### config.mk
export PLATFORM = sky130hd
export DESIGN_NAME = rsz_inc_sel
export DESIGN_NICKNAME = d
export VERILOG_FILES = /design/src/rtl/rsz_inc_sel.sv
export SDC_FILE = /design/constraint.sdc
export NUM_CORES = 1
export LEC_CHECK = 0
export BUFFER_PORTS_ARGS = -buffer_cell sky130_fd_sc_hd__buf_4
export CELL_PAD_IN_SITES_DETAIL_PLACEMENT = 0
export CELL_PAD_IN_SITES_GLOBAL_PLACEMENT = 1
export CORE_MARGIN = 10
export CORE_UTILIZATION = 40
export DETAILED_ROUTE_END_ITERATION = 12
export GPL_TIMING_DRIVEN = 0
export PLACE_DENSITY_LB_ADDON = 0.3
export SETUP_SLACK_MARGIN = 0.02
export SYNTH_ARGS = -nofsm -noshare
export SYNTH_HDL_FRONTEND = slang
export SYNTH_SLANG_ARGS = --single-unit
export TNS_END_PERCENT = 1
### constraint.sdc
create_clock -name clk -period 5.6 [get_ports clk]
set_clock_uncertainty 0.15 [all_clocks]
set_input_delay 0.56 -clock clk [delete_from_list [all_inputs] [get_ports clk]]
set_output_delay 0.56 -clock clk [all_outputs]
set_load 0.01 [all_outputs]
### src/rtl/rsz_inc_sel.sv
module rsz_inc_sel #(
  parameter int DIM_W = 16,
  parameter int FRAC  = 10,
  parameter int INC_W = 16,
  parameter int NTAB  = 8
) (
  input  logic             clk,
  input  logic             rst_n,
  input  logic             start,
  input  logic [DIM_W-1:0] src_w,
  input  logic [DIM_W-1:0] src_h,
  input  logic [DIM_W-1:0] dst_w,
  input  logic [DIM_W-1:0] dst_h,
  input  logic             interlaced,
  input  logic             src_420,
  input  logic             dst_420,
  input  logic             chroma_plane,
  input  logic             tbl_we,
  input  logic             tbl_vert,
  input  logic [$clog2(NTAB)-1:0] tbl_idx,
  input  logic [INC_W-1:0] tbl_min,
  input  logic [INC_W-1:0] tbl_max,
  output logic             busy,
  output logic             done,
  output logic [INC_W-1:0] h_inc,
  output logic [INC_W-1:0] v_inc,
  output logic             scale_on,
  output logic [$clog2(NTAB)-1:0] h_sel,
  output logic [$clog2(NTAB)-1:0] v_sel,
  output logic             err
);
  localparam int IDX_W = $clog2(NTAB);
  localparam int QW    = DIM_W + FRAC;
  localparam int CW    = $clog2(QW + 1);
  localparam logic [INC_W-1:0] UNITY = INC_W'(1 << FRAC);

  logic [INC_W-1:0] tmin [2][NTAB];
  logic [INC_W-1:0] tmax [2][NTAB];

  logic [CW-1:0] cnt;
  logic ilq, s4q, d4q, chq;
  logic [1:0] bad;
  logic [1:0][INC_W-1:0] raw, adj;
  logic [1:0][IDX_W-1:0] pick;
  logic [INC_W-1:0] vi;
  logic scl, dn, up, go;

  assign go = start && !busy;

  always_ff @(posedge clk or negedge rst_n) begin
    if (!rst_n) begin
      for (int t = 0; t < 2; t++)
        for (int i = 0; i < NTAB; i++) begin
          tmin[t][i] <= '0;
          tmax[t][i] <= '0;
        end
    end else if (tbl_we) begin
      tmin[tbl_vert][tbl_idx] <= tbl_min;
      tmax[tbl_vert][tbl_idx] <= tbl_max;
    end
  end

  for (genvar ax = 0; ax < 2; ax++) begin : g_axis
    logic [DIM_W-1:0] from, to, dvs;
    logic [DIM_W:0]   rem, shl;
    logic [QW-1:0]    quo;

    assign from = ax ? src_h : src_w;
    assign to   = ax ? dst_h : dst_w;
    assign shl  = {rem[DIM_W-1:0], quo[QW-1]};

    always_ff @(posedge clk or negedge rst_n) begin
      if (!rst_n) begin
        rem <= '0;
        quo <= '0;
        dvs <= '0;
      end else if (go) begin
        rem <= '0;
        quo <= {from, {FRAC{1'b0}}};
        dvs <= to;
      end else if (busy && cnt != '0) begin
        if (shl >= {1'b0, dvs}) begin
          rem <= shl - {1'b0, dvs};
          quo <= {quo[QW-2:0], 1'b1};
        end else begin
          rem <= shl;
          quo <= {quo[QW-2:0], 1'b0};
        end
      end
    end

    assign raw[ax] = quo[INC_W-1:0];
    assign bad[ax] = (dvs == '0) || (quo == '0) || (quo[QW-1:INC_W] != '0);

    always_comb begin
      pick[ax] = '0;
      for (int i = 1; i < NTAB; i++)
        if (tmin[ax][i] < adj[ax] && adj[ax] <= tmax[ax][i])
          pick[ax] = IDX_W'(i);
    end
  end

  assign vi  = ilq ? (raw[1] >> 1) : raw[1];
  assign scl = (raw[0] != UNITY) || (vi != UNITY);
  assign dn  = chq && !s4q && d4q;
  assign up  = s4q && !d4q;
  assign adj[0] = dn ? (raw[0] << 1) : up ? (raw[0] >> 1) : raw[0];
  assign adj[1] = dn ? (vi << 1) : up ? (vi >> 1) : vi;

  always_ff @(posedge clk or negedge rst_n) begin
    if (!rst_n) begin
      busy <= 1'b0; done <= 1'b0; cnt <= '0;
      ilq <= 1'b0; s4q <= 1'b0; d4q <= 1'b0; chq <= 1'b0;
      h_inc <= '0; v_inc <= '0; scale_on <= 1'b0;
      h_sel <= '0; v_sel <= '0; err <= 1'b0;
    end else begin
      done <= 1'b0;
      if (go) begin
        busy <= 1'b1;
        cnt  <= CW'(QW);
        ilq  <= interlaced;
        s4q  <= src_420;
        d4q  <= dst_420;
        chq  <= chroma_plane;
      end else if (busy) begin
        if (cnt != '0) begin
          cnt <= cnt - 1'b1;
        end else begin
          busy <= 1'b0;
          done <= 1'b1;
          err  <= |bad;
          if (|bad) begin
            h_inc <= '0; v_inc <= '0; scale_on <= 1'b0;
            h_sel <= '0; v_sel <= '0;
          end else begin
            h_inc <= adj[0]; v_inc <= adj[1]; scale_on <= scl;
            h_sel <= pick[0]; v_sel <= pick[1];
          end
        end
      end
    end
  end

  a_r8_done_pulse: assert property (@(posedge clk) disable iff (!rst_n)
    done |=> !done);

  a_r8_done_after_busy: assert property (@(posedge clk) disable iff (!rst_n)
    done |-> $past(busy) && !busy);

  a_r2_err_clears: assert property (@(posedge clk) disable iff (!rst_n)
    done && err |-> h_inc == '0 && v_inc == '0 && !scale_on && h_sel == '0 && v_sel == '0);

  a_r9_hold: assert property (@(posedge clk) disable iff (!rst_n)
    !done |-> $stable(h_inc) && $stable(v_inc) && $stable(err) && $stable(h_sel) && $stable(v_sel));

  a_r6_hsel_in_range: assert property (@(posedge clk) disable iff (!rst_n)
    done && !err && !$past(tbl_we) |->
      (h_sel == '0) || (tmin[0][h_sel] < h_inc && h_inc <= tmax[0][h_sel]));

  a_r6_vsel_in_range: assert property (@(posedge clk) disable iff (!rst_n)
    done && !err && !$past(tbl_we) |->
      (v_sel == '0) || (tmin[1][v_sel] < v_inc && v_inc <= tmax[1][v_sel]));
endmodule

# Word level (Yosys, flattened, before mapping)
# Index checks and enable logic that the tools add are counted.
# op_classes
addsub,3
multipliers,0
div,0
n_lt_le_gt_ge,34
n_eq_ne,2
shifts,0
mux,51
bitwise_logic,4
reduce_logical,42
# op_table
operator,n
$bwmux 256,2
$le 16x16->1,14
$lt 16x16->1,14
$mux 16,14
$demux 128 s1,1
$mux 128,1
$mux 26,4
$logic_not 26->1,2
$demux 16 s3,1
$mux 3,14
$ge 17x16->1,2
$logic_not 16->1,2
$ne 16x11->1 const B,2
$sub 16x16->16,2
$logic_and 1x1->1,21
$reduce_bool 10->1,2
$mux 5,3
$mux 1,11
$reduce_bool 2->1,3
$logic_or 1x1->1,5
$reduce_bool 5->1,1
$sub 5x1->5 const B,1
$ge 4x4->1 const B,1
$lt 4x1->1 const B,1
other kinds (9),12
# totals
ff_bits,679
latchBits,0
mem_bits_rw,0
rom_bits,0
input_bits,108
out_inout_bits,42
wordCells,187
n_memories,0

# Depth between registers and ports, before layout
# Gate-level depths: netlist (run 1).
# depth
ltp_word,14
mapped_depth,18
depth_no_buf,15

# Worst setup path after synthesis (run 1)
# OpenSTA, ideal clock, no wires.
# synth_path
path_type,reg-to-reg
startpoint,reg ilq
endpoint,reg v_sel[0]
setup_time_ns,0.104
arrival_ns,4.098
t_required_ns,5.346
setup_slack_ns,1.248
path_stages_with_launch,17
path_buffers,2
synth_period_minus_slack_ns,4.352
path_cell_list,dfrtp_1 -> buf_6 -> clkbuf_1 -> mux2i_1 -> nor2_1 -> a211oi_1 -> inv_1 -> ha_1 -> nor2b_1 -> o21a_1 -> o21a_1 -> o211ai_1 -> a21oi_1 -> a2111oi_0 -> a41oi_1 -> o2111a_1 -> a221oi_1
# synth_via
elab_chain_cells,13
word_cells_on_any_way,32
classes_between,order compare (14); mux (11); reduce/logical (7)
# synth_lines
element,line_no,text
start: declaration,41,"logic ilq, s4q, d4q, chq;"
start signal: assignment,121,ilq <= interlaced;
$mux 16 (*),103,assign vi = ilq ? (raw[1] >> 1) : raw[1];
$mux 16,108,assign adj[1] = dn ? (vi << 1) : up ? (vi >> 1) : vi;
$mux 16 (*),108,
$lt 16x16->1 / $le 16x16->1 (equally long branches),98,if (tmin[ax][i] < adj[ax] && adj[ax] <= tmax[ax][i])
$logic_and 1x1->1,98,
$mux 1,98,
$mux 3 (5 in a row),98,
$mux 3 (*),98,
$mux 3 (*),132,if (|bad) begin
end signal: assignment,137,h_sel <= pick[0]; v_sel <= pick[1];
end: declaration,29,"output logic [$clog2(NTAB)-1:0] v_sel,"
# Every way passes the cells marked *; elsewhere a longest branch is shown, timed or not.
# A chain may end at the register's enable or synchronous reset.

# Final worst setup path (run 1)
# layout_path
startpoint,reg chq
endpoint,reg h_sel[0]
# layout_via
elab_chain_cells,13
word_cells_on_any_way,32
classes_between,order compare (14); mux (9); reduce/logical (9)
# layout_lines
element,line_no,text
start: declaration,41,
start signal: assignment,124,chq <= chroma_plane;
$logic_and 1x1->1 (*) (2 in a row),105,assign dn = chq && !s4q && d4q;
$mux 16 (*),107,assign adj[0] = dn ? (raw[0] << 1) : up ? (raw[0] >> 1) : raw[0];
$lt 16x16->1 / $le 16x16->1 (equally long branches),98,
$logic_and 1x1->1,98,
$mux 1,98,
$mux 3 (5 in a row),98,
$mux 3 (*),98,
$mux 3 (*),132,
end signal: assignment,137,
end: declaration,28,"output logic [$clog2(NTAB)-1:0] h_sel,"
# Marks and branches as above.

==> impl_metrics.csv, run 1 <==
group,metric,value,unit
worst_setup_path,slowest_delay,0.66,ns
worst_hold_path,min_path_type,"input port to register",
yosys,syn_inst,3523,
yosys,synth_most_common_cell,"dfrtp_1",
final_layout,finalCoreUtilization,0.471,
flow_run,max_cap_viol_count,0,
route,route.antenna.remaining_nets,0,
route,avgViaCountPerCell,5.49,
yosys,synth_area_per_cell,10.1,µm²
worst_setup_path,timing.critical_path.from,"chq",
worst_setup_path,critical_path_arrival,5.78,ns
clocking,insertion_delay,0.65,ns
yosys,ys_top_cells_by_count,"dfrtp_1 (615), ha_1 (454), nand2_1 (431)",
sta,post-route-period-util,0.957,
floorplan,placeableCoreArea,88400,µm²
worst_hold_path,hold-path-cell-count,3,
final_layout,drive_gt1_frac,0.160,
route,dr.pass1.iters,5,
yosys,synth_ff_type,"dfrtp_1",
yosys,synth.cell_area,35700,µm²
pwr,power_density,623,nW/µm²
worst_setup_path,crit_fanout,10,
route,avgRoutedWirePerCell,22.6,µm
yosys,async_flop_share,1.00,
place,dpl_hpwl,80.4,mm
worst_setup_path,worst_setup_path_end_kind,"register",
sta,final-hold-violation-count,0,
sta,finalMaxSlewViolations,0,
worst_setup_path,crit_chain,"nand2_1 -> nor2_1 -> clkbuf_1 -> a21oi_1 -> a21oi_2 -> inv_1 -> ha_1 -> nand4_1 -> nor4_1 -> nand4_1 -> nor2_1 -> o211ai_1 -> o31ai_1 -> a21oi_1 -> o21ai_1",
floorplan,rows,109,
floorplan,initial_utilization,0.404,
global_route,first_global_vias,27630,
worst_setup_path,path_buf_inv,2,
sta,grt_setup_unrepaired,"false",
yosys,edff_count_synth,0,
global_route,first_pass_grt_wire_length,172,mm
final_layout,final_cells,5026,
floorplan,vert_die_dim,319,µm
route,route.vias.total,27584,
global_route,antenna_violations_before_repair,8,
clocking,htree_levels,3,
route,detailedRoute.firstIterationViolations,1973,
worst_setup_path,ff2ff_path_depth,15,
global_route,largest_net_degree_at_the_start_of_global_routing,115,
final_layout,syn2layout_area_growth,16.6,%
floorplan,dieArea,102000,µm²
clocking,tritoncts,"built",
floorplan,floorplan.io_pins,150,
yosys,yosysWarningCount,0,
sta,slew-limit-headroom,0.177,
worst_setup_path,required,6.02,ns
worst_setup_path,worstReg2RegStart,"chq",
sta,setup_viol,0,
worst_setup_path,reg2reg_slack,0.24,ns
run_status,status,"finished clean",
yosys,yosysUniqueCellTypes,80,
yosys,ys_top_cells_by_area,"dfrtp_1 (43%), ha_1 (16%), mux2_2 (9.1%)",
worst_setup_path,start_kind,"register",
pwr,peakVddDrop,0.000318,V
pwr,leakage,19.8,nW
yosys,ys_ff_latch,615,
clocking,numCtsBuffers,73,
sta,post-route-min-period,5.36,ns
final_layout,finalNetCount,4373,
clocking,cts_setup_buffers,0,
place,place.port_buffers,149,
clocking,clock_sink_count,615,
place,place_inst,4853,
worst_setup_path,setup.worst_path.class,"register to register",
worst_setup_path,path_depth,15,
worst_setup_path,crit-reg2reg-capture,"h_sel[0]",
route,drt-total-wl,113,mm
route,drc_markers,0,
worst_setup_path,worst_setup_path_endpoint,"h_sel[0]",
yosys,synth_top_cell_by_area,"dfrtp_1",
clocking,clk_pin_slew,0.06,ns
yosys,postSynthNetCount,4087,
worst_setup_path,cp_top_family,"simple AND/OR/NAND/NOR gates",
floorplan,die_w,319,µm
sta,post_route_setup_tns,0,ns
clocking,ctsLongestPathBuffers,3,
worst_setup_path,worst_path_max_delay_cell,"a21oi_2",
global_route,globalRoute.totalOverflow,0,
global_route,grt_use_total,0.219,
clocking,cts.root.buffer_cell,"clkbuf_16",
sta,clock.fmax,0.187,GHz
place,gp_congestion,0.876,
yosys,seq_area_frac_synth,0.431,
yosys,synth_top_area_frac,0.431,
sta,max_slew.worst_pin.slew,1.23,ns
-- placed cells by master (no fill, tap or decap), types with 9 or more instances in the layout --
cell / Yosys / routed
a31oi_1: 13 / 9
buf_4: 5 / 157
buf_1: 18 / 17
a211oi_1: 21 / 17
o31ai_1: 13 / 12
nand2_1: 431 / 431
nor4_1: 35 / 35
xnor2_1: 22 / 22
a211o_1: 12 / 12
o211ai_1: 18 / 18
a21o_1: 98 / 98
nor2_1: 93 / 88
nand3_1: 52 / 52
mux2_2: 289 / 289
a21oi_1: 149 / 136
o21ai_1: 33 / 34
or2_2: 10 / 10
nor2b_1: 26 / 26
o22ai_1: 11 / 11
inv_1: 298 / 297
clkbuf_1: 130 / 151
nand4_1: 84 / 84
dfrtp_1: 615 / 615
mux2_1: 17 / 17
o21a_1: 26 / 26
a22oi_1: 32 / 32
clkbuf_16: 0 / 75
ha_1: 454 / 454
dlygate4sd3_1: 0 / 46
or3_1: 10 / 10
nand2b_1: 16 / 16
mux2i_1: 35 / 35
o21ai_0: 277 / 276
nor3_1: 45 / 45
-- worst min path at each step --
stage	startpoint	endpoint	slack, ns
2_1_floorplan	rst_n	busy	0.11
3_3_place_gp	v_inc[12]	v_inc[12]	0.32
3_5_place_dp	rst_n	tmax[185]	0.24
4_1_cts	dst_w[2]	g_axis[0].dvs[2]	0.0004
5_1_grt	src_w[2]	g_axis[0].quo[12]	0.01
6_report	src_w[7]	g_axis[0].quo[17]	0.02
-- layer usage --
metal,GRT usage,share of wire
met1,0.290,0.45
met2,0.358,0.47
met3,0.0433,0.055
met4,0.0647,0.029
met5,0,0.00063
-- layout make-up --
cell class / count / area [µm²]
Tap cell: 1165 / 1460
Clock buffer: 105 / 2070
Buffer: 158 / 633
Sequential cell: 615 / 15400
Multi-Input combinational cell: 2452 / 18800
Fill cell: 8404 / 46800
Inverter: 298 / 1120
Antenna cell: 1 / 2.50
Clock inverter: 21 / 279
Timing Repair Buffer: 211 / 1860
-- logic make-up after synthesis --
kind of cell / count (synthesis) / share of synthesized area
adder cells (fa/ha/maj): 461 / 0.162
AND/OR/NAND/NOR: 841 / 0.109
XOR/XNOR: 30 / 0.00737
buffers and inverters: 456 / 0.0490
AO/OA/AOI/OAI: 779 / 0.135
flip-flops: 615 / 0.431
multiplexers: 341 / 0.106
-- what timing repair did --
item	4_1_cts	5_1_grt
setup endpoints to repair	6	5
resized for setup	27	10
hold buffers	46	0
endpoints found under the hold margin	164	0
-- flip-flops by register name (all words and copies together) (netlist names), 3 cells and up --
register    flops
tmax          224
v_inc          16
g_axis.rem     32
cnt             5
g_axis.dvs     32
g_axis.quo     52
h_inc          16
v_sel           3
tmin          224
h_sel           3
-- through the flow --
stage / hold WS, ns / power [mW] / setup slack [ns] / area (µm²)
after floorplan: 0.114 / 16.2 / 1.25 / 35700
after global placement: 0.316 / 20.5 / -3.43 / 38200
after detailed placement: 0.235 / 20.8 / -1.17 / 38600
after CTS: 0.000382 / 25.9 / 0.0116 / 41500
after global routing: 0.0141 / 28.2 / 0.0303 / 41600
final: 0.0235 / 25.9 / 0.239 / 41600
-- worst min-delay path, delay by kind of cell --
kind	cells	cell delay (ns)
buffers and inverters	1	0.09
AO/OA/AOI/OAI	1	0.07
AND/OR/NAND/NOR	1	0.06
-- where the power goes --
group / leakage [nW] / switching, mW / internal (mW)
clock: 1.13 / 2.02 / 2.76
sequential: 7.55 / 0.866 / 5.70
combinational: 11.1 / 8.70 / 5.86
total: 19.8 / 11.6 / 14.3
(Power assumes the default switching activity.)
==> run 2, diff against run 1 <==
--- a/config.mk
+++ b/config.mk
@@ -8,6 +8,7 @@
 export BUFFER_PORTS_ARGS = -buffer_cell sky130_fd_sc_hd__buf_4
 export CELL_PAD_IN_SITES_DETAIL_PLACEMENT = 0
 export CELL_PAD_IN_SITES_GLOBAL_PLACEMENT = 1
+export CORE_ASPECT_RATIO = 1.4
 export CORE_MARGIN = 10
 export CORE_UTILIZATION = 40
 export DETAILED_ROUTE_END_ITERATION = 12
==> impl_metrics.csv, run 2 (synthesis gave the netlist of run 1 again) <==
group,metric,value,unit
floorplan,floorplan.io_pins,150,
route,drt-total-wl,114,mm
worst_setup_path,worstReg2RegStart,"ilq",
sta,holdWs,0.0216,ns
final_layout,largestRegisters,"tmax (224), tmin (224), g_axis.quo (52)",
route,met3_routed_wl,5.22,mm
clocking,cts_setup_buffers,0,
global_route,globalRoute.totalOverflow,0,
clocking,tritoncts,"built",
final_layout,postLayoutCellArea,41600,µm²
final_layout,syn2layout_area_growth,16.5,%
run_status,status,"finished clean",
clocking,clk_pin_slew,0.06,ns
route,top_layer,"met5",
place,gp_congestion,0.837,
global_route,largest_net_degree_at_the_start_of_global_routing,117,
worst_setup_path,timing.critical_path.from,"ilq",
sta,slew-limit-headroom,0.143,
place,place_ws,-1.09,ns
route,met1_length,46.8,mm
floorplan,dieArea,102000,µm²
sta,final.setup.worst_slack,0.170,ns
global_route,first_global_vias,28244,
worst_hold_path,min_path_type,"input port to register",
sta,grt_setup_unrepaired,"false",
worst_setup_path,required,5.89,ns
final_layout,multi_input_comb_area,18700,µm²
global_route,antenna_violations_before_repair,5,
worst_setup_path,worst_path_max_delay_cell,"a211oi_2",
clocking,htree_levels,3,
clocking,ctsLongestPathBuffers,3,
sta,finalMaxSlewViolations,0,
route,route.antenna.remaining_nets,0,
worst_setup_path,setup.worst_path.class,"register to register",
clocking,numCtsBuffers,69,
sta,final-hold-violation-count,0,
pwr,power_density,622,nW/µm²
route,route.met2.wl,56.9,mm
final_layout,drive_gt1_frac,0.163,
sta,setup_viol,0,
pwr,peakVddDrop,0.000420,V
floorplan,die_w,272,µm
worst_setup_path,crit_chain,"buf_6 -> clkbuf_1 -> mux2i_1 -> nor2_1 -> a211oi_2 -> buf_4 -> inv_1 -> ha_1 -> a2111oi_0 -> o221ai_1 -> o211ai_1 -> a31oi_1 -> or3_1 -> a41oi_1 -> o2111a_1 -> a221oi_1",
route,avgViaCountPerCell,5.50,
flow_run,max_cap_viol_count,0,
clocking,clock_sink_count,615,
place,dpl_cell_area,38600,µm²
worst_setup_path,worst_setup_path_end_kind,"register",
route,dr.pass1.iters,5,
pwr,leakage,19.8,nW
global_route,grt_use_total,0.221,
worst_setup_path,crit_fanout,10,
floorplan,initial_utilization,0.403,
final_layout,sequential_cell_area,15400,µm²
route,detailedRoute.firstIterationViolations,1642,
clocking,cts.root.buffer_cell,"clkbuf_16",
final_layout,most_common_cell_after_layout_fill_and_taps_aside,"dfrtp_1",
sta,max_slew.worst_pin.slew,1.29,ns
global_route,first_pass_grt_wire_length,172,mm
final_layout,fill_cells,8482,
floorplan,vert_die_dim,373,µm
route,route.vias.total,27725,
worst_setup_path,cp_top_family,"compound AO/OA/AOI/OAI gates",
worst_setup_path,critical_path_arrival,5.72,ns
place,dpl_hpwl,83.1,mm
floorplan,placeableCoreArea,88400,µm²
worst_setup_path,path_buf_inv,4,
sta,post-route-period-util,0.970,
sta,post-route-min-period,5.43,ns
place,place.port_buffers,149,
route,avgRoutedWirePerCell,22.6,µm
clocking,insertion_delay,0.64,ns
worst_hold_path,worstHoldStart,"src_w[1]",
floorplan,rows,129,
worst_setup_path,start_kind,"register",
sta,clock.fmax,0.184,GHz
route,drc_markers,0,
final_layout,top_library_cells_by_usage_in_the_layout_fill_and_taps_aside,"dfrtp_1 (615), ha_1 (454), nand2_1 (431)",
final_layout,finalNetCount,4366,
worst_setup_path,slowest_delay,0.51,ns
## run 2: worst paths after layout
| kind | to | slack (ns) | depth (start not counted) |
|---|---|---|---|
| min | g_axis[0].quo[11] | 0.02 | 3 |
| max reg2reg | v_sel[0] | 0.17 | 16 |
| max | v_sel[0] | 0.17 | 16 |
| max in group asynchronous | tmin[38] | 3.20 | 5 |
| min in group asynchronous | tmax[177] | 0.24 | 2 |
| min reg2reg | h_inc[10] | 0.33 | 2 |
## run 2: what timing repair did
item / CTS / global route
endpoints found under the setup margin: 6 / 4
hold endpoints to repair: 71 / 0
gates resized for setup: 22 / 11
pin swaps: 0 / 0
hold buffers: 44 / 0
## run 2: stage by stage
stage,utilization,power (mW),TNS [ns],std cells
after global routing,0.470,28.1,0,5036
after detailed placement,0.436,20.9,-3.85,4866
after global placement,0.433,20.5,-2062.34,4851
after floorplan,-,16.2,0,3523
after CTS,0.469,25.9,0,5036
final,0.470,25.9,0,5037
## run 2: final cells by class
| class | instances | area share |
|---|---|---|
| Tap cell | 1179 | 0.0355 |
| Multi-Input combinational cell | 2452 | 0.451 |
| Buffer | 158 | 0.0153 |
| Clock inverter | 29 | 0.00849 |
| Inverter | 298 | 0.0269 |
| Sequential cell | 615 | 0.370 |
| Timing Repair Buffer | 208 | 0.0436 |
| Antenna cell | 1 | 0.0000602 |
| Clock buffer | 97 | 0.0487 |
## run 2: layer usage
layer | GRT usage | vias to the layer above
li1 | - | 13121
met1 | 0.263 | 13796
met2 | 0.388 | 621
met3 | 0.0342 | 181
met4 | 0.0966 | 6
met5 | 0 | -
## run 2: worst reg2reg max path: stages (launching register included)
cell,delay [ns]
dfrtp_1,0.34
buf_6,0.15
clkbuf_1,0.50
mux2i_1,0.48
nor2_1,0.10
a211oi_2,0.51
buf_4,0.32
inv_1,0.26
ha_1,0.40
a2111oi_0,0.46
o221ai_1,0.21
o211ai_1,0.16
a31oi_1,0.15
or3_1,0.38
a41oi_1,0.40
o2111a_1,0.23
a221oi_1,0.05
## run 2: power by group
group          leakage, nW  switching [mW]  internal [mW]  total, mW
Combinational         11.1            8.66           5.82       14.5
Sequential            7.55           0.860           5.70       6.56
Clock                 1.18            1.96           2.86       4.81
Total                 19.8            11.5           14.4       25.9
==> run 3, diff against run 2 <==
--- a/config.mk
+++ b/config.mk
@@ -5,13 +5,13 @@
 export SDC_FILE = /design/constraint.sdc
 export NUM_CORES = 1
 export LEC_CHECK = 0
-export BUFFER_PORTS_ARGS = -buffer_cell sky130_fd_sc_hd__buf_4
 export CELL_PAD_IN_SITES_DETAIL_PLACEMENT = 0
 export CELL_PAD_IN_SITES_GLOBAL_PLACEMENT = 1
 export CORE_ASPECT_RATIO = 1.4
 export CORE_MARGIN = 10
 export CORE_UTILIZATION = 40
 export DETAILED_ROUTE_END_ITERATION = 12
+export DONT_BUFFER_PORTS = 1
 export GPL_TIMING_DRIVEN = 0
 export PLACE_DENSITY_LB_ADDON = 0.3
 export SETUP_SLACK_MARGIN = 0.02
==> impl_metrics.csv, run 3 (synthesis gave the netlist of run 1 again) <==
group,metric,value,unit
floorplan,rows,129,
global_route,first_global_vias,27931,
floorplan,dieArea,102000,µm²
final_layout,syn2layout_area_growth,14.6,%
route,avgViaCountPerCell,5.55,
run_status,status,"finished with violations",
place,gp_congestion,0.868,
clocking,insertion_delay,0.63,ns
final_layout,drive_gt1_frac,0.122,
flow_run,max_cap_viol_count,1,
pwr,power_density,634,nW/µm²
route,avgRoutedWirePerCell,23.8,µm
sta,final.setup.worst_slack,0.150,ns
global_route,largest_net_degree_at_the_start_of_global_routing,616,
worst_hold_path,min_path_type,"input port to asynchronous set/reset pin",
sta,holdWs,-0.490,ns
place,place_ws,-0.706,ns
final_layout,top_library_cells_by_usage_in_the_layout_fill_and_taps_aside,"dfrtp_1 (615), ha_1 (454), nand2_1 (431)",
clocking,numCtsBuffers,69,
clocking,tritoncts,"built",
route,drc_markers,0,
clocking,hold_buffers,100,
floorplan,placeableCoreArea,88400,µm²
global_route,antenna_violations_before_repair,13,
sta,slew-limit-headroom,-0.278,
clocking,cts.root.buffer_cell,"clkbuf_16",
sta,post_route_setup_tns,0,ns
sta,grt_setup_unrepaired,"false",
pwr,leakage,19.2,nW
floorplan,vert_die_dim,373,µm
route,route.antenna.remaining_nets,0,
worst_setup_path,worstReg2RegStart,"d4q",
clocking,ctsLongestPathBuffers,3,
worst_setup_path,ff2ff_path_depth,14,
global_route,grt_use_total,0.229,
sta,finalMaxSlewViolations,233,
final_layout,most_common_cell_after_layout_fill_and_taps_aside,"dfrtp_1",
global_route,first_pass_grt_wire_length,177,mm
floorplan,die_w,272,µm
place,place.port_buffers,0,
sta,clock.fmax,0.183,GHz
worst_setup_path,setup.worst_path.class,"register to register",
run_status,failed_checks,"hold timing, capacitance limit, slew limit",
sta,post-route-period-util,0.973,
route,detailedRoute.firstIterationViolations,1666,
floorplan,floorplan.io_pins,150,
clocking,htree_levels,3,
place,dpl_hpwl,81.6,mm
worst_setup_path,crit-reg2reg-capture,"h_sel[1]",
route,route.vias.total,27485,
final_layout,largestRegisters,"tmax (224), tmin (224), g_axis.quo (52)",
global_route,globalRoute.totalOverflow,0,
sta,final-hold-violation-count,615,
worst_setup_path,crit_fanout,10,
pwr,post-layout-total-power,25.9,mW
clocking,clock_sink_count,615,
sta,post-route-min-period,5.45,ns
floorplan,initial_utilization,0.403,
route,dr.pass1.iters,7,
final_layout,final_cells,4953,
final_layout,finalNetCount,4268,
place,place_inst,4710,
sta,setup_viol,0,
worst_setup_path,worst_setup_path_end_kind,"register",
clocking,clk_pin_slew,0.07,ns
route,drt-total-wl,118,mm
worst_setup_path,reg2reg_slack,0.15,ns
worst_setup_path,required,6.02,ns
worst_setup_path,start_kind,"register",
sta,max_slew.worst_pin.slew,1.92,ns
pwr,peakVddDrop,0.000374,V
worst_setup_path,critical_path_arrival,5.87,ns
run 3: cell types whose count changed in the layout (fill, tap and decap cells not counted), moves of 4 or more:
cell           previous run  this run
bufinv_16                 7        11
clkinv_2                 13         8
buf_4                   159         9
dlygate4sd3_1            44       100
diode_2                   1        20
clkbuf_8                 15         6
buf_16                    6         0
clkbuf_1                139       147
run 3: what timing repair did:
item,in CTS,in global routing
resized for setup,17,5
setup buffers,2,0
hold endpoints to repair,811,615
setup endpoints to repair,6,4
pin swaps,1,0
run 3: cell type report:
cell class,count,area [µm²]
fill,8541,47600
multi-input combinational,2452,18700
sequential,615,15400
clock buffer,97,1960
tap,1179,1480
inverter,298,1120
timing repair buffer,110,1110
buffer,158,634
clock inverter,24,422
antenna,20,50.0
run 3: report_power, final:
part           internal, mW  switching, mW
clock network          2.95           1.96
registers              5.70          0.868
logic                  5.83           8.63
total                  14.5           11.5
run 3: metal layers:
metal / vias up / global-route usage / part of all wire
met5: - / 0 / 0
met4: 0 / 0.0928 / 0.035
met3: 190 / 0.0318 / 0.042
met2: 547 / 0.406 / 0.51
met1: 13814 / 0.275 / 0.41
li1: 12934 / - / -
run 3: worst max-delay path by stage:
stage / startpoint / to / slack [ns] / cells past startpoint
final: d4q / h_sel[1] / 0.15 / 14
after global routing: d4q / v_sel[0] / 0.02 / 16
after CTS: d4q / h_sel[1] / 0.10 / 17
after detailed placement: s4q / v_sel[0] / -0.71 / 15
after global placement: ilq / v_sel[0] / -2.01 / 15
after floorplan: ilq / v_sel[0] / 1.25 / 16
run 3: per-stage QoR:
stage,utilization,area [µm²]
detailed placement,0.422,37300
floorplan,-,35700
global placement,0.420,37100
CTS,0.462,40800
global route,0.462,40900
finish,0.462,40900
run 3: critical path, stage by stage, from the launching register on:
cell and delay (ns):
dfrtp_1 0.36, buf_4 0.16, nand2b_1 0.15, clkbuf_1 0.24, and3_1 0.25, a21oi_1 1.03
inv_1 0.51, ha_1 0.47, nand4_1 0.19, nor2_1 0.08, a2111oi_1 0.71, a21oi_1 0.28
or4_4 0.56, o311ai_1 0.10, a22o_1 0.16
